==> config.mk <==
export PLATFORM = sky130hd
export DESIGN_NAME = i2c_regbank_slave
export DESIGN_NICKNAME = d
export VERILOG_FILES = /design/src/rtl/i2c_rb_pkg.sv /design/src/rtl/i2c_rb_sync.sv /design/src/rtl/i2c_rb_regfile.sv /design/src/rtl/i2c_rb_fsm.sv /design/src/rtl/i2c_regbank_slave.sv
export SDC_FILE = /design/constraint.sdc
export NUM_CORES = 2
export LEC_CHECK = 0
export BUFFER_PORTS_ARGS = -buffer_cell sky130_fd_sc_hd__buf_2
export CELL_PAD_IN_SITES_DETAIL_PLACEMENT = 1
export CELL_PAD_IN_SITES_GLOBAL_PLACEMENT = 2
export CORE_ASPECT_RATIO = 0.75
export CORE_MARGIN = 2
export CORE_UTILIZATION = 44
export CTS_BUF_LIST = sky130_fd_sc_hd__clkbuf_4
export CTS_CLUSTER_DIAMETER = 150
export DETAILED_ROUTE_END_ITERATION = 6
export PLACE_DENSITY = 0.85
export SLEW_MARGIN = 30
export SYNTH_ARGS = -nofsm -noshare
export SYNTH_HDL_FRONTEND = slang
export SYNTH_SLANG_ARGS = --single-unit
==> constraint.sdc <==
create_clock -name clk -period 2.5 [get_ports clk]
set_input_delay 0.25 -clock clk [delete_from_list [all_inputs] [get_ports clk]]
set_output_delay 0.25 -clock clk [all_outputs]
set_load 0.1 [all_outputs]
==> src/rtl/i2c_rb_pkg.sv <==
package i2c_rb_pkg;

  localparam int BYTE_W = 8;

  typedef enum logic [2:0] {
    ST_IDLE,
    ST_ADDR,
    ST_REG,
    ST_DATA,
    ST_SACK,
    ST_TX,
    ST_MACK,
    ST_IGNORE
  } fsm_st_e;

  typedef enum logic [1:0] {
    PH_ADDRW,
    PH_RD,
    PH_REG,
    PH_DATA
  } ack_ph_e;

endpackage

==> src/rtl/i2c_rb_sync.sv <==
module i2c_rb_sync #(
  parameter int STAGES = 2
) (
  input  logic clk,
  input  logic rst_n,
  input  logic scl_i,
  input  logic sda_i,
  output logic scl_s,
  output logic sda_s,
  output logic scl_rise,
  output logic scl_fall,
  output logic start_evt,
  output logic stop_evt
);

  logic [STAGES-1:0] scl_ff;
  logic [STAGES-1:0] sda_ff;
  logic              scl_q;
  logic              sda_q;

  always_ff @(posedge clk or negedge rst_n) begin
    if (!rst_n) begin
      scl_ff <= '1;
      sda_ff <= '1;
      scl_q  <= 1'b1;
      sda_q  <= 1'b1;
    end else begin
      scl_ff <= {scl_ff[STAGES-2:0], scl_i};
      sda_ff <= {sda_ff[STAGES-2:0], sda_i};
      scl_q  <= scl_ff[STAGES-1];
      sda_q  <= sda_ff[STAGES-1];
    end
  end

  assign scl_s     = scl_ff[STAGES-1];
  assign sda_s     = sda_ff[STAGES-1];
  assign scl_rise  = scl_s & ~scl_q;
  assign scl_fall  = ~scl_s & scl_q;
  // SDA edges while SCL held high on both samples
  assign start_evt = scl_s & scl_q & sda_q & ~sda_s;
  assign stop_evt  = scl_s & scl_q & ~sda_q & sda_s;

endmodule

==> src/rtl/i2c_rb_regfile.sv <==
module i2c_rb_regfile #(
  parameter int AW = 7,
  parameter int DW = 9
) (
  input  logic          clk,
  input  logic          rst_n,
  input  logic          wr_en,
  input  logic [AW-1:0] wr_addr,
  input  logic [DW-1:0] wr_data,
  input  logic [AW-1:0] rd_addr,
  output logic [DW-1:0] rd_data
);

  localparam int DEPTH = 1 << AW;

  logic [DW-1:0] mem [DEPTH];

  always_ff @(posedge clk or negedge rst_n) begin
    if (!rst_n) begin
      for (int i = 0; i < DEPTH; i++) mem[i] <= '0;
    end else if (wr_en) begin
      mem[wr_addr] <= wr_data;
    end
  end

  assign rd_data = mem[rd_addr];

endmodule

==> src/rtl/i2c_rb_fsm.sv <==
module i2c_rb_fsm
  import i2c_rb_pkg::*;
#(
  parameter int                 REG_AW   = 7,
  parameter int                 REG_DW   = 9,
  parameter int                 DEV_W    = 7,
  parameter logic [DEV_W-2:0]   DEV_BASE = 6'b001101
) (
  input  logic              clk,
  input  logic              rst_n,
  input  logic              strap,
  input  logic              sda_s,
  input  logic              scl_rise,
  input  logic              scl_fall,
  input  logic              start_evt,
  input  logic              stop_evt,
  input  logic [REG_DW-1:0] rd_data,
  output logic [REG_AW-1:0] reg_ptr,
  output logic              wr_en,
  output logic [REG_DW-1:0] wr_data,
  output logic              sda_oe,
  output fsm_st_e           state
);

  localparam int HI_W  = REG_DW - BYTE_W;
  localparam int CNT_W = $clog2(BYTE_W + 1);
  localparam logic [CNT_W-1:0] BITS_FULL = CNT_W'(BYTE_W);
  localparam logic [CNT_W-1:0] BITS_LAST = CNT_W'(BYTE_W - 1);

  // address byte bits 7..1 against the strap-completed device address
  function automatic logic addr_hit(input logic [BYTE_W-1:0] b, input logic s);
    return b[BYTE_W-1:1] == {DEV_BASE, s};
  endfunction

  // first byte returned on a read: register number and data high bits
  function automatic logic [BYTE_W-1:0] tx_first(input logic [REG_AW-1:0] p,
                                                  input logic [REG_DW-1:0] d);
    return {p, d[REG_DW-1:BYTE_W]};
  endfunction

  function automatic logic [BYTE_W-1:0] tx_second(input logic [REG_DW-1:0] d);
    return d[BYTE_W-1:0];
  endfunction

  fsm_st_e           st;
  ack_ph_e           ack_of;
  logic [CNT_W-1:0]  bitcnt;
  logic [BYTE_W-1:0] shreg;
  logic [BYTE_W-1:0] txsh;
  logic [HI_W-1:0]   dhi;
  logic              tx_sel;
  logic              m_nak;
  logic [BYTE_W-1:0] tx_next;

  assign tx_next = tx_sel ? tx_second(rd_data) : tx_first(reg_ptr, rd_data);

  always_ff @(posedge clk or negedge rst_n) begin
    if (!rst_n) begin
      st      <= ST_IDLE;
      ack_of  <= PH_ADDRW;
      bitcnt  <= '0;
      shreg   <= '0;
      txsh    <= '0;
      reg_ptr <= '0;
      dhi     <= '0;
      tx_sel  <= 1'b0;
      m_nak   <= 1'b0;
      sda_oe  <= 1'b0;
    end else if (start_evt) begin
      st     <= ST_ADDR;
      bitcnt <= '0;
      sda_oe <= 1'b0;
    end else if (stop_evt) begin
      st     <= ST_IDLE;
      sda_oe <= 1'b0;
    end else begin
      case (st)
        ST_ADDR, ST_REG, ST_DATA: begin
          if (scl_rise && bitcnt != BITS_FULL) begin
            shreg  <= {shreg[BYTE_W-2:0], sda_s};
            bitcnt <= bitcnt + 1'b1;
          end else if (scl_fall && bitcnt == BITS_FULL) begin
            bitcnt <= '0;
            case (st)
              ST_ADDR: begin
                if (addr_hit(shreg, strap)) begin
                  sda_oe <= 1'b1;
                  st     <= ST_SACK;
                  ack_of <= shreg[0] ? PH_RD : PH_ADDRW;
                end else begin
                  st <= ST_IGNORE;
                end
              end
              ST_REG: begin
                {reg_ptr, dhi} <= shreg;
                sda_oe         <= 1'b1;
                st             <= ST_SACK;
                ack_of         <= PH_REG;
              end
              default: begin
                sda_oe <= 1'b1;
                st     <= ST_SACK;
                ack_of <= PH_DATA;
              end
            endcase
          end
        end
        ST_SACK: begin
          if (scl_fall) begin
            bitcnt <= '0;
            case (ack_of)
              PH_ADDRW: begin sda_oe <= 1'b0; st <= ST_REG;    end
              PH_REG:   begin sda_oe <= 1'b0; st <= ST_DATA;   end
              PH_DATA:  begin sda_oe <= 1'b0; st <= ST_IGNORE; end
              default: begin
                txsh   <= tx_first(reg_ptr, rd_data);
                sda_oe <= ~tx_first(reg_ptr, rd_data)[BYTE_W-1];
                tx_sel <= 1'b1;
                st     <= ST_TX;
              end
            endcase
          end
        end
        ST_TX: begin
          if (scl_fall) begin
            if (bitcnt == BITS_LAST) begin
              sda_oe <= 1'b0;
              bitcnt <= '0;
              st     <= ST_MACK;
            end else begin
              bitcnt <= bitcnt + 1'b1;
              txsh   <= {txsh[BYTE_W-2:0], 1'b0};
              sda_oe <= ~txsh[BYTE_W-2];
            end
          end
        end
        ST_MACK: begin
          if (scl_rise) begin
            m_nak <= sda_s;
          end else if (scl_fall) begin
            if (m_nak) begin
              st <= ST_IGNORE;
            end else begin
              txsh   <= tx_next;
              sda_oe <= ~tx_next[BYTE_W-1];
              tx_sel <= ~tx_sel;
              st     <= ST_TX;
            end
          end
        end
        default: ;
      endcase
    end
  end

  // commit only on the SCL fall that closes the ack of the last byte
  assign wr_en   = (st == ST_SACK) && (ack_of == PH_DATA) && scl_fall
                   && !start_evt && !stop_evt;
  assign wr_data = {dhi, shreg};
  assign state   = st;

endmodule

==> src/rtl/i2c_regbank_slave.sv <==
module i2c_regbank_slave
  import i2c_rb_pkg::*;
#(
  parameter int               REG_AW      = 7,
  parameter int               REG_DW      = 9,
  parameter int               SYNC_STAGES = 2,
  parameter int               DEV_W       = 7,
  parameter logic [DEV_W-2:0] DEV_BASE    = 6'b001101
) (
  input  logic clk,
  input  logic rst_n,
  input  logic addr_strap,
  input  logic scl_i,
  input  logic sda_i,
  output logic sda_oe
);

  logic              scl_s;
  logic              sda_s;
  logic              scl_rise;
  logic              scl_fall;
  logic              start_evt;
  logic              stop_evt;
  logic              wr_en;
  logic [REG_AW-1:0] reg_ptr;
  logic [REG_DW-1:0] wr_data;
  logic [REG_DW-1:0] rd_data;
  fsm_st_e           fsm_state;

  i2c_rb_sync #(.STAGES(SYNC_STAGES)) u_sync (
    .clk       (clk),
    .rst_n     (rst_n),
    .scl_i     (scl_i),
    .sda_i     (sda_i),
    .scl_s     (scl_s),
    .sda_s     (sda_s),
    .scl_rise  (scl_rise),
    .scl_fall  (scl_fall),
    .start_evt (start_evt),
    .stop_evt  (stop_evt)
  );

  i2c_rb_fsm #(
    .REG_AW   (REG_AW),
    .REG_DW   (REG_DW),
    .DEV_W    (DEV_W),
    .DEV_BASE (DEV_BASE)
  ) u_fsm (
    .clk       (clk),
    .rst_n     (rst_n),
    .strap     (addr_strap),
    .sda_s     (sda_s),
    .scl_rise  (scl_rise),
    .scl_fall  (scl_fall),
    .start_evt (start_evt),
    .stop_evt  (stop_evt),
    .rd_data   (rd_data),
    .reg_ptr   (reg_ptr),
    .wr_en     (wr_en),
    .wr_data   (wr_data),
    .sda_oe    (sda_oe),
    .state     (fsm_state)
  );

  i2c_rb_regfile #(.AW(REG_AW), .DW(REG_DW)) u_regs (
    .clk     (clk),
    .rst_n   (rst_n),
    .wr_en   (wr_en),
    .wr_addr (reg_ptr),
    .wr_data (wr_data),
    .rd_addr (reg_ptr),
    .rd_data (rd_data)
  );

endmodule

# After elaboration in Yosys (flattened, before gate mapping)
# Index checks and enable logic that the tools add are counted.
word_totals:
  reg_bits: 1193
  in_bits: 5
  elab_cells: 282
op_classes:
  n_addsub: 1
  order_cmp: 2
  n_eq_ne: 33
  muxes: 60
  bitwise_logic: 19
  reduce_logical: 25
op_table:
  columns: ["op", "n"]
  rows:
  - ["1152-bit bitwise mux", 1]
  - ["9-bit binary-select mux with 7-bit select", 1]
  - ["9-bit demux with 7-bit select", 1]
  - ["7-bit 2-to-1 mux", 7]
  - ["4-bit 2-to-1 mux", 7]
  - ["3-bit 2-to-1 mux", 9]
  - ["9-bit 2-to-1 mux", 3]
  - ["4-bit by 1-bit != test with 1-bit output, second input constant", 6]
  - ["7-bit case mux with 3 select lines", 1]
  - ["1-bit 2-to-1 mux", 19]
  - ["8-bit AND reduction", 2]
  - ["3-bit case mux with 4 select lines", 1]
  - ["4-bit case mux with 3 select lines", 1]
  - ["6-bit AND reduction", 2]
  - ["1-bit NOT", 11]
  - ["2-bit by 1-bit != test with 1-bit output, second input constant", 5]
  - ["10-bit AND reduction", 1]
  - ["3-bit equality test, second input constant", 3]
  - ["3-bit case mux with 3 select lines", 1]
  - ["9-bit AND reduction", 1]
  - ["8-bit >= comparator, second input constant", 1]
  - ["8-bit by 1-bit < comparator with 1-bit output, second input constant", 1]
  - ["2-bit 2-to-1 mux", 4]
  - ["8-bit 2-to-1 mux", 1]
  - ["27 further kinds", 50]

# Depth between registers and ports, before layout
logic_depth:
  ltp_word: 12
  mapped_depth: 13

# Hierarchy
# From an unflattened synthesis, not the netlist that was laid out.
hier_totals:
  cells_unflattened: 3312
  area_unflattened_um2: 54337.1
modules_own_cells:
  columns: ["module", "n_inst", "cells_each", "area_per_inst_um2", "seq_area_each_um2"]
  rows:
  - ["i2c_rb_regfile", 1, 3104, 52142.5, 28827.6]
  - ["i2c_rb_fsm", 1, 198, 2004.4, 875.8]
  - ["i2c_rb_sync", 1, 10, 190.2, 157.7]

# Worst setup path after synthesis
# No wires, ideal clock.
synth_path:
  kind: "flip-flop to flip-flop"
  startpoint: "register u_sync.scl_q"
  endpoint: "register u_regs.mem[459] (netlist name)"
  setup_ns: 0.125
  arrival_ns: 2.459
  required_time_ns: 2.375
  path_slack_ns: -0.084
  stages_incl_launch_ff: 8
  period_less_slack_ns: 2.584
  cell_sequence: "dfstp_2 nor2b_1 nand2_1 nor4_4 nand2_2 buf_6 nor2_8 mux2_2"
synth_between:
  elab_chain_len: 6
synth_rtl:
  columns: ["item", "line_no", "source"]
  rows:
  - ["start: declaration", "i2c_rb_sync.sv:18", "logic scl_q;"]
  - ["start signal: assignment", "i2c_rb_sync.sv:30", "scl_q <= scl_ff[STAGES-1];"]
  - ["1-bit AND", "i2c_rb_sync.sv:40, i2c_rb_sync.sv:41", null]
  - ["1-bit AND (2 in series)", "i2c_rb_sync.sv:40", "assign start_evt = scl_s & scl_q & sda_q & ~sda_s;"]
  - ["1-bit zero test", "i2c_rb_fsm.sv:158", "&& !start_evt && !stop_evt;"]
  - ["1-bit logical AND", "i2c_rb_fsm.sv:158", null]
  - ["1-bit logical AND *", "i2c_rb_fsm.sv:158", null]
  - ["end signal: indexed assignment", "i2c_rb_regfile.sv:22", "mem[wr_addr] <= wr_data;"]
  - ["end: declaration", "i2c_rb_regfile.sv:16", "logic [DW-1:0] mem [DEPTH];"]
# Mark *: on every way between the ends. The rest lies on a longest branch, timed or not.
# A chain may end at the register's enable or synchronous reset.

# Final worst setup path
layout_path:
  startpoint: "register u_fsm.reg_ptr[2]"
  endpoint: "register u_fsm.txsh[2]"
layout_between:
  elab_chain_len: 9
layout_rtl:
  columns: ["item", "line_no", "source"]
  rows:
  - ["start: declaration", "i2c_rb_fsm.sv:18", "output logic [REG_AW-1:0] reg_ptr,"]
  - ["start signal: assignment", "i2c_rb_fsm.sv:95", "{reg_ptr, dhi} <= shreg;"]
  - ["7-bit NOT with 8-bit output (implied by the code)", "i2c_rb_regfile.sv:26", "assign rd_data = mem[rd_addr];"]
  - ["9-bit binary-select mux with 7-bit select", "i2c_rb_regfile.sv:26", null]
  - ["9-bit 2-to-1 mux (implied by the code) (2 in series)", "i2c_rb_regfile.sv:26", null]
  - ["8-bit 2-to-1 mux", "i2c_rb_fsm.sv:55", "assign tx_next = tx_sel ? tx_second(rd_data) : tx_first(reg_ptr, rd_data);"]
  - ["7-bit 2-to-1 mux", "i2c_rb_fsm.sv:141", "if (m_nak) begin"]
  - ["7-bit 2-to-1 mux", "i2c_rb_fsm.sv:140", "end else if (scl_fall) begin"]
  - ["7-bit 2-to-1 mux", "i2c_rb_fsm.sv:138", "if (scl_rise) begin"]
  - ["7-bit case mux with 3 select lines", "i2c_rb_fsm.sv:77", "case (st)"]
  - ["end signal: assignment", "i2c_rb_fsm.sv:116", "txsh <= tx_first(reg_ptr, rd_data);"]
  - ["end signal: assignment", "i2c_rb_fsm.sv:132", "txsh <= {txsh[BYTE_W-2:0], 1'b0};"]
  - ["end signal: assignment", "i2c_rb_fsm.sv:144", "txsh <= tx_next;"]
  - ["end: declaration", "i2c_rb_fsm.sv:49", "logic [BYTE_W-1:0] txsh;"]
# No other way between the ends. The select of a mux whose other input is x is not followed.

==> impl_metrics.py <==
metrics = {
    "status": {
        "status": "finished, violations left",
        "violations": "design-rule violations, negative setup slack",
    },
    "drt": {
        "vias_per_cell": 6.309,
        "route.vias.total": 41384,
        "wire_per_inst_um": 31.83,
        "ant_nets": 0,
        "drtIter0Drc": 4274,
        "drc": 1,
        "drt_first_pass_iters": 7,
        "routed_wl_mm": 208.7,
    },
    "power": {
        "p_leak_nw": 34.48,
        "p_per_area_mw_per_mm2": 611.2,
        "vdd_drop_max_v": 0.0009842,
    },
    "critical_path": {
        "critPathBufInv": 4,
        "rr_startpoint": "u_fsm.reg_ptr[2]",
        "crit_slowest_cell": "dfrtp_4",
        "worst-r2r-cell-count": 11,
        "worst-path-max-fanout": 14,
        "end_kind": "flop",
        "worstPathRequired_ns": 3.67,
        "r2r-end": "u_fsm.txsh[2]",
        "cp-start-kind": "flop",
        "cp_slowest_stage_delay_ns": 0.51,
        "cp.arrival_ns": 4.10,
        "critPathKind": "reg2reg",
        "cp_top_family": "compound AO/OA/AOI/OAI gates",
        "crit_path_frequent_cell": "nand4_1",
        "crit_chain": "buf_12 -> nor3b_4 -> buf_6 -> buf_8 -> buf_4 -> a22oi_2 -> nand4_1 -> o211ai_1 -> nand4_1 -> a221oi_2 -> a21oi_1",
        "reg2reg_slack_ns": -0.43,
    },
    "floorplan": {
        "coreArea_sq_mm": 0.1263,
        "pin_count": 6,
        "fp.dieArea_sq_mm": 0.1298,
        "start_util_pct": 44.24,
        "fp.dieW_um": 415.4,
        "die_h_um": 312.6,
        "row_count": 113,
    },
    "clock_tree": {
        "clk_pin_slew_ns": 0.07,
        "cts_sinks": 1193,
        "cts_buffers": 312,
        "cts_max_level": 5,
        "cts_tree": "built",
        "clockBufferDepth": 4,
        "clkLatencyLatePin_ns": 1.32,
        "root_buffer": "clkbuf_4",
    },
    "yosys": {
        "synth_seq_area_share_pct": 53.46,
        "async_flop_share_pct": 100.0,
        "syn_avg_cell_area_sq_um": 13.67,
        "synth_edf_count": 0,
        "syn-cell-area_sq_mm": 0.05586,
        "yosys_warnings": 0,
        "ys_types": 77,
        "synth_cells": 4087,
        "synth_flop_cell": "dfrtp_1",
        "ys_ff_latch": 1193,
        "syn_nets": 4094,
    },
    "sta": {
        "fin_skew_ns": 0.1139,
        "fin_tns_setup_ns": -25.66,
        "fin_crit_ns": 2.933,
        "worst_pin_slew_ns": 0.9493,
        "maxSlewViolCount": 0,
        "setup_slack_ns": -0.4334,
        "rsz0062_at_grt": "true",
        "fmax_mhz": 340.9,
        "setup_viol": 332,
        "hold_viol": 0,
        "fin_crit_sh_pct": 117.3,
        "max_slew_margin_pct": 36.71,
    },
    "place": {
        "gp_congestion": 0.9612,
        "post-dp-hpwl_mm": 137.6,
        "dpl_cell_area_sq_mm": 0.06295,
        "io_buffer_count": 5,
    },
    "hold_path": {
        "min_from": "scl_i",
        "holdPathStages": 3,
        "hold-path-endpoint": "u_sync.scl_ff[0]",
        "hold_path.class": "in2reg",
    },
    "final_layout": {
        "final_common_cell": "mux2_2",
        "fillers": 12456,
        "stdcell_area_sq_mm": 0.06730,
        "drive_above_1_share_pct": 53.13,
        "most-common-layout-cells": "1274 x mux2_2, 1173 x dfrtp_1, 444 x clkbuf_4, 430 x buf_4, 148 x buf_12",
        "fin_util_pct": 53.30,
        "finalNetCount": 4704,
        "area_growth_syn_to_layout_pct": 20.48,
    },
    "global_route": {
        "grt_usage_pct": 32.03,
        "grt_pass1_wl_mm": 308.5,
        "grt_overflow_total": 0,
        "first_global_vias": 44073,
        "grt_max_degree": 132,
        "antenna_found_initial": 15,
    },
    "job": {
        "cap_violations": 0,
    },
}
## flip-flops by register name (all words and copies together), names as in the netlist
signal and cells:
u_sync.scl_ff 2, u_fsm.shreg 8, u_fsm.dhi 1, u_fsm.sda_oe 1, u_fsm.tx_sel 1, u_regs.mem 1152, u_sync.sda_q 1, u_fsm.reg_ptr 7
u_fsm.bitcnt 4, u_fsm.txsh 7, u_fsm.m_nak 1, u_fsm.state 3, u_fsm.ack_of 2, u_sync.sda_ff 2, u_sync.scl_q 1
## worst max-delay path by stage
| stage | from | end | slack (ns) | cells after the start |
|---|---|---|---|---|
| after detailed placement | u_fsm.reg_ptr[2] | u_fsm.txsh[6] | -0.44 | 10 |
| after CTS | u_fsm.reg_ptr[2] | u_fsm.txsh[3] | -0.30 | 11 |
| after global routing | u_fsm.reg_ptr[0] | u_fsm.txsh[6] | -0.44 | 8 |
| after floorplan | u_sync.scl_q | u_regs.mem[468] | 0.004 | 7 |
| after global placement | u_fsm.reg_ptr[2] | u_fsm.txsh[0] | -0.47 | 10 |
| final | u_fsm.reg_ptr[2] | u_fsm.txsh[2] | -0.43 | 11 |
## final cells by class
class / count / area (sq um) / area share (%)
Antenna cell: 10 / 25.02 / 0.03719
Multi-Input combinational cell: 2572 / 25120 / 37.32
Tap cell: 1667 / 2086 / 3.099
Timing Repair Buffer: 606 / 6513 / 9.677
Clock buffer: 444 / 3333 / 4.953
Sequential cell: 1193 / 29910 / 44.45
Clock inverter: 55 / 266.5 / 0.3960
Inverter: 12 / 46.29 / 0.06879
## routing by layer
layer	part of all wire (%)	vias up	GRT usage [%]
met4	4.0	12	13.29
met2	43	2136	46.59
li1	-	16630	-
met5	0.031	-	0
met3	10	543	9.393
met1	42	22063	44.71
## cells in the mapped netlist, drive strengths merged (13+ instances only)
library cell	instances	area share [%]
o211ai	24	0.32
nand2	136	0.98
a221o	26	0.47
buf	115	1.1
mux2	1274	26
nand3	34	0.30
a22o	31	0.49
mux4	21	0.85
a222oi	13	0.23
a211oi	15	0.20
dfrtp	1187	53
mux2i	117	2.1
clkbuf	205	1.4
nand4	15	0.17
nor2b	18	0.20
a21oi	100	0.90
o21ai	102	0.91
a31oi	26	0.29
nor3	13	0.13
a221oi	132	2.1
o2bb2ai	17	0.27
nor2	193	3.8
a22oi	94	1.3
## cell families after synthesis
family / after synthesis / synth area share (%)
AOI/OAI and AO/OA: 661 / 8.615
xor gates and xnor gates: 2 / 0.03137
DFF: 1193 / 53.46
buffers and inverters: 332 / 2.549
adders and majority gates: 2 / 0.04479
muxes: 1412 / 28.63
and+or+nand+nor: 485 / 6.671
## worst min-delay path: stages
cell and delay, ns:
dlygate4sd3_1 0.53, buf_2 0.10, dlygate4sd3_1 0.53
## timing repair
item | in CTS | in global routing
setup buffers | 8 | 7
pin swaps | 18 | 24
gates resized for setup | 48 | 41
hold buffers | 8 | 0
endpoints found under the setup margin | 308 | 733
cloned | 8 | 3
endpoints found under the hold margin | 1200 | 0
## metrics by stage
stage | hold slack, ns | worst slack [ns] | power, W | std cells
floorplan | -0.04559 | 0.003725 | 0.02201 | 4087
finish | 0.1304 | -0.4334 | 0.04113 | 6559
global route | 0.1303 | -0.4387 | 0.04256 | 6553
CTS | 0.05588 | -0.3033 | 0.04117 | 6539
global placement | 0.2564 | -0.4728 | 0.02441 | 6016
detailed placement | 0.2574 | -0.4389 | 0.02453 | 6016
## power by group
part / switching, W / internal [W]
combinational: 0.00364 / 0.000944
clock: 0.00848 / 0.00829
sequential: 0.000283 / 0.0195
Note: power is estimated with default switching activity, not from simulation.
